==> config.mk <==
export PLATFORM = sky130hd
export DESIGN_NAME = meter_spi_regs
export DESIGN_NICKNAME = d
export VERILOG_FILES = /design/src/rtl/meter_spi_regs.sv
export SDC_FILE = /design/constraint.sdc
export NUM_CORES = 1
export LEC_CHECK = 0
export BUFFER_PORTS_ARGS = -buffer_cell sky130_fd_sc_hd__buf_2
export CAP_MARGIN = 10
export CORE_UTILIZATION = 55
export CTS_BUF_LIST = sky130_fd_sc_hd__clkbuf_4 sky130_fd_sc_hd__clkbuf_8
export DETAILED_ROUTE_END_ITERATION = 7
export PLACE_DENSITY = 0.79
export SLEW_MARGIN = 10
export SYNTH_ARGS = -nofsm -noshare
export SYNTH_HDL_FRONTEND = slang
export SYNTH_SLANG_ARGS = --single-unit
export TNS_END_PERCENT = 30
==> constraint.sdc <==
create_clock -name clk -period 10.8 [get_ports clk]
set_clock_uncertainty 0.2 [all_clocks]
set_input_delay 2.16 -clock clk [delete_from_list [all_inputs] [get_ports clk]]
set_output_delay 2.16 -clock clk [all_outputs]
set_load 0.02 [all_outputs]
==> src/rtl/meter_spi_regs.sv <==
module meter_spi_regs (
  input  logic        clk,
  input  logic        rst_n,
  input  logic        spi_sck,
  input  logic        spi_cs_n,
  input  logic        spi_mosi,
  output logic        spi_miso,
  input  logic        upd_valid,
  input  logic [2:0]  upd_sel,
  input  logic [23:0] upd_data,
  output logic        irq_n
);
  localparam logic [5:0] A_SAMPLE = 6'h01, A_ENERGY = 6'h02, A_ENERGY_RC = 6'h03,
                         A_STAT = 6'h05, A_STAT_RC = 6'h06, A_CTRL = 6'h08,
                         A_MASK = 6'h09, A_CAL = 6'h0A, A_RMS = 6'h10,
                         A_PEAK = 6'h11, A_PEAK_RC = 6'h12, A_TEMP = 6'h18,
                         A_PERIOD = 6'h19;
  localparam logic [15:0] CAL_DEF = 16'h4000;

  function automatic logic [1:0] nbytes(input logic [5:0] a);
    case (a)
      A_SAMPLE, A_ENERGY, A_ENERGY_RC, A_RMS, A_PEAK, A_PEAK_RC: nbytes = 2'd3;
      A_CTRL, A_CAL, A_PERIOD: nbytes = 2'd2;
      default: nbytes = 2'd1;
    endcase
  endfunction

  logic [2:0]  sck_p;
  logic [1:0]  cs_p, mosi_p;
  logic [5:0]  cnt;
  logic [6:0]  sh_cmd;
  logic        cmd_wr, reading;
  logic [5:0]  cmd_addr;
  logic [22:0] dat;
  logic [23:0] tx;

  logic [15:0] mode_r, cal_r, period_r;
  logic [7:0]  irq_en_r, status_r, temp_r;
  logic [23:0] sample_r, energy_r, rms_r, peak_r;
  logic [1:0]  dcnt;

  always_ff @(posedge clk or negedge rst_n)
    if (!rst_n) begin
      sck_p <= '1; cs_p <= '1; mosi_p <= '0;
    end else begin
      sck_p  <= {sck_p[1:0], spi_sck};
      cs_p   <= {cs_p[0], spi_cs_n};
      mosi_p <= {mosi_p[0], spi_mosi};
    end

  wire        cs_act   = ~cs_p[1];
  wire        sck_rise = sck_p[1] & ~sck_p[2];
  wire        mosi_b   = mosi_p[1];
  wire [7:0]  cmd_next = {sh_cmd, mosi_b};
  wire [5:0]  ld_addr  = cmd_next[5:0];
  wire        load     = cs_act & sck_rise & (cnt == 6'd7);
  wire        ld_rd    = ~cmd_next[7];
  wire [5:0]  total    = 6'd8 + {1'b0, nbytes(cmd_addr), 3'b000};
  wire [23:0] wr_data  = {dat, mosi_b};
  wire        wr_commit = cs_act & sck_rise & cmd_wr & (cnt >= 6'd8) & (cnt == total - 6'd1);
  wire        soft_rst = wr_commit & (cmd_addr == A_CTRL) & wr_data[6];
  wire        ctrl_wr  = wr_commit & (cmd_addr == A_CTRL);

  wire clr_status = load & ld_rd & (ld_addr == A_STAT_RC);
  wire clr_energy = load & ld_rd & (ld_addr == A_ENERGY_RC);
  wire clr_peak   = load & ld_rd & (ld_addr == A_PEAK_RC);

  logic [23:0] rd_val, ld_tx;
  always_comb begin
    case (ld_addr)
      A_SAMPLE:              rd_val = sample_r;
      A_ENERGY, A_ENERGY_RC: rd_val = energy_r;
      A_STAT, A_STAT_RC:     rd_val = {16'h0, status_r};
      A_CTRL:                rd_val = {8'h0, mode_r};
      A_MASK:                rd_val = {16'h0, irq_en_r};
      A_CAL:                 rd_val = {8'h0, cal_r};
      A_RMS:                 rd_val = rms_r;
      A_PEAK, A_PEAK_RC:     rd_val = peak_r;
      A_TEMP:                rd_val = {16'h0, temp_r};
      A_PERIOD:              rd_val = {8'h0, period_r};
      default:               rd_val = 24'h0;
    endcase
    case (nbytes(ld_addr))
      2'd3:    ld_tx = rd_val;
      2'd2:    ld_tx = {rd_val[15:0], 8'h0};
      default: ld_tx = {rd_val[7:0], 16'h0};
    endcase
  end

  always_ff @(posedge clk or negedge rst_n)
    if (!rst_n) begin
      cnt <= '0; sh_cmd <= '0; cmd_wr <= 1'b0; cmd_addr <= '0;
      dat <= '0; tx <= '0; reading <= 1'b0;
    end else if (!cs_act) begin
      cnt <= '0; tx <= '0; reading <= 1'b0; cmd_wr <= 1'b0;
    end else if (sck_rise) begin
      if (cnt < 6'd7) begin
        sh_cmd <= cmd_next[6:0];
        cnt    <= cnt + 6'd1;
      end else if (cnt == 6'd7) begin
        cmd_wr   <= cmd_next[7];
        cmd_addr <= ld_addr;
        reading  <= ld_rd;
        tx       <= ld_rd ? ld_tx : 24'h0;
        cnt      <= 6'd8;
      end else if (cnt < total) begin
        dat <= wr_data[22:0];
        tx  <= {tx[22:0], 1'b0};
        cnt <= cnt + 6'd1;
      end
    end

  assign spi_miso = cs_act & reading & tx[23];

  always_ff @(posedge clk or negedge rst_n)
    if (!rst_n) begin
      mode_r <= '0; irq_en_r <= '0; cal_r <= CAL_DEF;
    end else if (soft_rst) begin
      mode_r <= '0; irq_en_r <= '0; cal_r <= CAL_DEF;
    end else if (wr_commit) begin
      if (cmd_addr == A_CTRL) mode_r   <= wr_data[15:0];
      if (cmd_addr == A_MASK) irq_en_r <= wr_data[7:0];
      if (cmd_addr == A_CAL)  cal_r    <= wr_data[15:0];
    end

  wire upd_ok  = upd_valid & ~mode_r[4];
  wire smp_upd = upd_ok & (upd_sel == 3'd0);
  wire smp_hit = smp_upd & (dcnt >= mode_r[12:11]);
  wire en_upd  = upd_ok & (upd_sel == 3'd1);
  wire [23:0] peak_base = clr_peak ? 24'h0 : peak_r;
  wire pk_hit  = upd_ok & (upd_sel == 3'd3) & (upd_data > peak_base);

  always_ff @(posedge clk or negedge rst_n)
    if (!rst_n) begin
      dcnt <= '0; sample_r <= '0; energy_r <= '0; rms_r <= '0;
      peak_r <= '0; temp_r <= '0; period_r <= '0; status_r <= '0;
    end else begin
      if (ctrl_wr)      dcnt <= '0;
      else if (smp_upd) dcnt <= smp_hit ? 2'd0 : dcnt + 2'd1;
      if (smp_hit) sample_r <= upd_data;
      if (clr_energy)  energy_r <= en_upd ? upd_data : 24'h0;
      else if (en_upd) energy_r <= energy_r + upd_data;
      if (upd_ok && upd_sel == 3'd2) rms_r    <= upd_data;
      if (upd_ok && upd_sel == 3'd4) temp_r   <= upd_data[7:0];
      if (upd_ok && upd_sel == 3'd5) period_r <= upd_data[15:0];
      peak_r   <= pk_hit ? upd_data : peak_base;
      status_r <= (clr_status ? 8'h0 : status_r) | {4'h0, smp_hit, pk_hit, 2'b00};
    end

  assign irq_n = ~|(status_r & irq_en_r);
endmodule

==> results.cfg <==
[yosys]
netlist_area_sq_um = 12300
synth_edf_count = 0
syn_inst = 1224
synth_fp_nets = 1313
synth.largest_area_cell = dfrtp_1
yosys-top-cells-area = dfrtp_1 46%, mux2_2 6.4%, nand2_1 6.0%, ha_1 5.6%, a22oi_1 3.7%
synth_top_area_frac = 0.458
synth-main-ff-cell = dfrtp_1
ys_types = 69
ys_ff_latch = 231
ys_seq_area_frac = 0.471
yosys.cell_count.top_type = dfrtp_1
yosysWarnings = 0
avgSynthCellArea_sq_um = 10.0
synthTopCellsByCount = 225 x dfrtp_1, 197 x nand2_1, 70 x mux2_2, 60 x a22oi_1
synth-async-reset-ratio = 1.00

[cts]
htree_num_levels = 2
clock_sinks = 231
cts_hold_buf = 0
post-cts-setup-buffers = 0
cts_root_buffer = clkbuf_8
clkSlewWorstSetupHoldPaths_ps = 60
ctsResizeCount = 0
cts_buffers = 38
cts_tree = yes
worstSkewPairLatency_ps = 550
clockBufferDepth = 3

[setup_path]
worst_ep_required_time_ps = 11020
path_max_fanout = 25
r2r_slack_ps = 5430
reg2reg_from = cnt[4]
worst_setup_path_end_kind = register
r2r_end = peak_r[0]
critPathKind = register to register
critPathArrivalTime_ps = 5590
reg2reg_depth = 15
start_kind = register

[global_route]
grt_use_total = 0.294
overflow = 0
grt_pass1_vias = 9856
grt_pass1_wl_mm = 51.8
antenna_found_initial = 0
grt_max_degree = 96

[power_and_ir_drop]
intPower_w = 0.00180
power.share.combinational = 0.264
p_leak_nw = 6.10
power_density_nw_per_um2 = 198
switching_power_w = 0.000879
ir_worst_vdd_uv = 149
p_total_w = 0.00268
clockPowerShare = 0.316
seqPwrFrac = 0.420
switching_share = 0.328

[drt]
drc = 0
routed.top_layer = met4
ant_nets = 0
wl_met1_mm = 13.4
drt_pass1_iterations = 8
viasPerCell = 6.34
dr_wl_met3_mm = 2.47
met2_length_mm = 14.9
routedWlPerCell_um = 20.5
vias = 9884
drt-total-wl_mm = 31.9
drt-initial-drc-count = 1051

[status]
outcome = finished clean

[timing]
fmax_mhz = 186
setup_viol = 0
drv_slew = 0
tightest_slew_ps = 1150
hold_viol_final = 0
worst_slew_margin_rel = 0.228
fin_crit_sh = 0.497
rsz0062_at_grt = false
setup_tns_ps = 0
setup_slack_ps = 5430
period_minus_slack_ps = 5370

[floorplan]
fp-row-count = 54
dieWidth_um = 151
io-pin-count = 35
core_area_sq_um = 21900
start_util = 0.561
dieArea_sq_um = 22900
die_h_um = 151

[flow_run]
maxCapViolCount = 0

[placement]
post-place-ws_ps = 5490
dp_hpwl_mm = 22.2
gp_congestion = 0.921
place.port_buffers = 34

[layout]
fin_nets = 1339
drive_gt1_frac = 0.165
area_growth_syn_to_layout_pct = 9.86
insertedDiodeCount = 0

[min_path]
whs_path_depth = 0
hold_end = mosi_p[1]
min_path_type = register to register
worstHoldStart = mosi_p[0]
## worst max-delay path by stage
stage / startpoint / endpoint / cells after the start
after floorplan: upd_data[9] / status_r[2] / 11
after global placement: cnt[4] / peak_r[0] / 15
after detailed placement: cnt[4] / peak_r[0] / 15
after CTS: cnt[4] / peak_r[0] / 15
after global routing: cnt[0] / peak_r[0] / 16
final: cnt[4] / peak_r[0] / 15
## metrics by stage
step | util | instance area [sq um] | cells | hold WS (ps)
finish | 0.617 | 13500 | 1558 | 148
global route | 0.617 | 13500 | 1558 | 159
CTS | 0.617 | 13500 | 1558 | 150
detailed placement | 0.578 | 12600 | 1490 | 138
global placement | 0.578 | 12600 | 1490 | 138
floorplan | - | 12300 | 1224 | 131
## placed cells by master, fill, tap and decap left out, types with 17 or more instances in the layout
master / synthesis / final
nand3_1: 20 / 20
nand2_1: 197 / 197
o21ai_0: 44 / 44
nor3_1: 18 / 18
nor2_1: 51 / 50
a22o_1: 23 / 23
o21ai_1: 55 / 55
mux2i_1: 29 / 29
buf_2: 24 / 33
clkbuf_8: 0 / 47
inv_1: 43 / 43
a22oi_1: 60 / 60
dfrtp_1: 225 / 225
ha_1: 55 / 55
nand3b_1: 17 / 17
mux2_2: 70 / 70
a21oi_1: 48 / 48
## logic make-up (layout without fill, tap and decap cells)
family | count (synthesis) | after routing | share of synthesized area
adders and majority gates | 56 | 56 | 0.0576
and+or+nand+nor | 385 | 385 | 0.153
muxes | 99 | 99 | 0.0878
DFF | 231 | 231 | 0.471
buffers and inverters | 105 | 159 | 0.0367
AOI/OAI and AO/OA | 323 | 323 | 0.176
xor gates and xnor gates | 25 | 25 | 0.0178
## worst max-delay path, cell delays in order (launching register included)
cell	delay (ps)
dfrtp_1	460
or3_1	420
or3_1	460
nor4_4	300
nand4b_2	610
nand2_1	320
ha_1	290
a21o_1	160
a21o_1	160
a21o_1	160
a21o_1	160
a21oi_1	160
o21ai_1	100
o31ai_1	360
a31oi_4	480
mux2_2	450
## power by group through the flow
| stage | logic [W] | registers, W | clock network, W |
|---|---|---|---|
| 4_1_cts | 0.000697 | 0.00112 | 0.000859 |
| 3_3_place_gp | 0.000672 | 0.00113 | 0 |
| 3_5_place_dp | 0.000692 | 0.00114 | 0 |
| 2_1_floorplan | 0.000551 | 0.00108 | 0 |
| 5_1_grt | 0.000774 | 0.00114 | 0.000896 |
| 6_report | 0.000706 | 0.00113 | 0.000848 |
## routing by layer
layer | global-route usage | vias to the layer above
met3 | 0.0500 | 89
li1 | - | 4509
met4 | 0.122 | 0
met2 | 0.458 | 402
met1 | 0.408 | 4884
met5 | 0 | -
## registers in the layout, indices dropped and copies added (netlist names), 2 cells and up
register  flops
energy_r     24
peak_r       24
rms_r        24
sample_r     24
tx           24
cal_r        16
mode_r       16
period_r     16
dat          15
irq_en_r      8
temp_r        8
sh_cmd        7
cmd_addr      6
cnt           6
sck_p         3
cs_p          2
dcnt          2
mosi_p        2
status_r      2
## layout make-up
| class | count | area, sq um |
|---|---|---|
| multi-input cells | 888 | 6060 |
| flip-flops and latches | 231 | 5790 |
| well taps | 280 | 350 |
| clock inverters | 5 | 83.8 |
| repair buffers | 48 | 285 |
| fillers | 1808 | 8390 |
| inverters | 43 | 161 |
| clock buffers | 63 | 767 |
(Power assumes the default switching activity.)
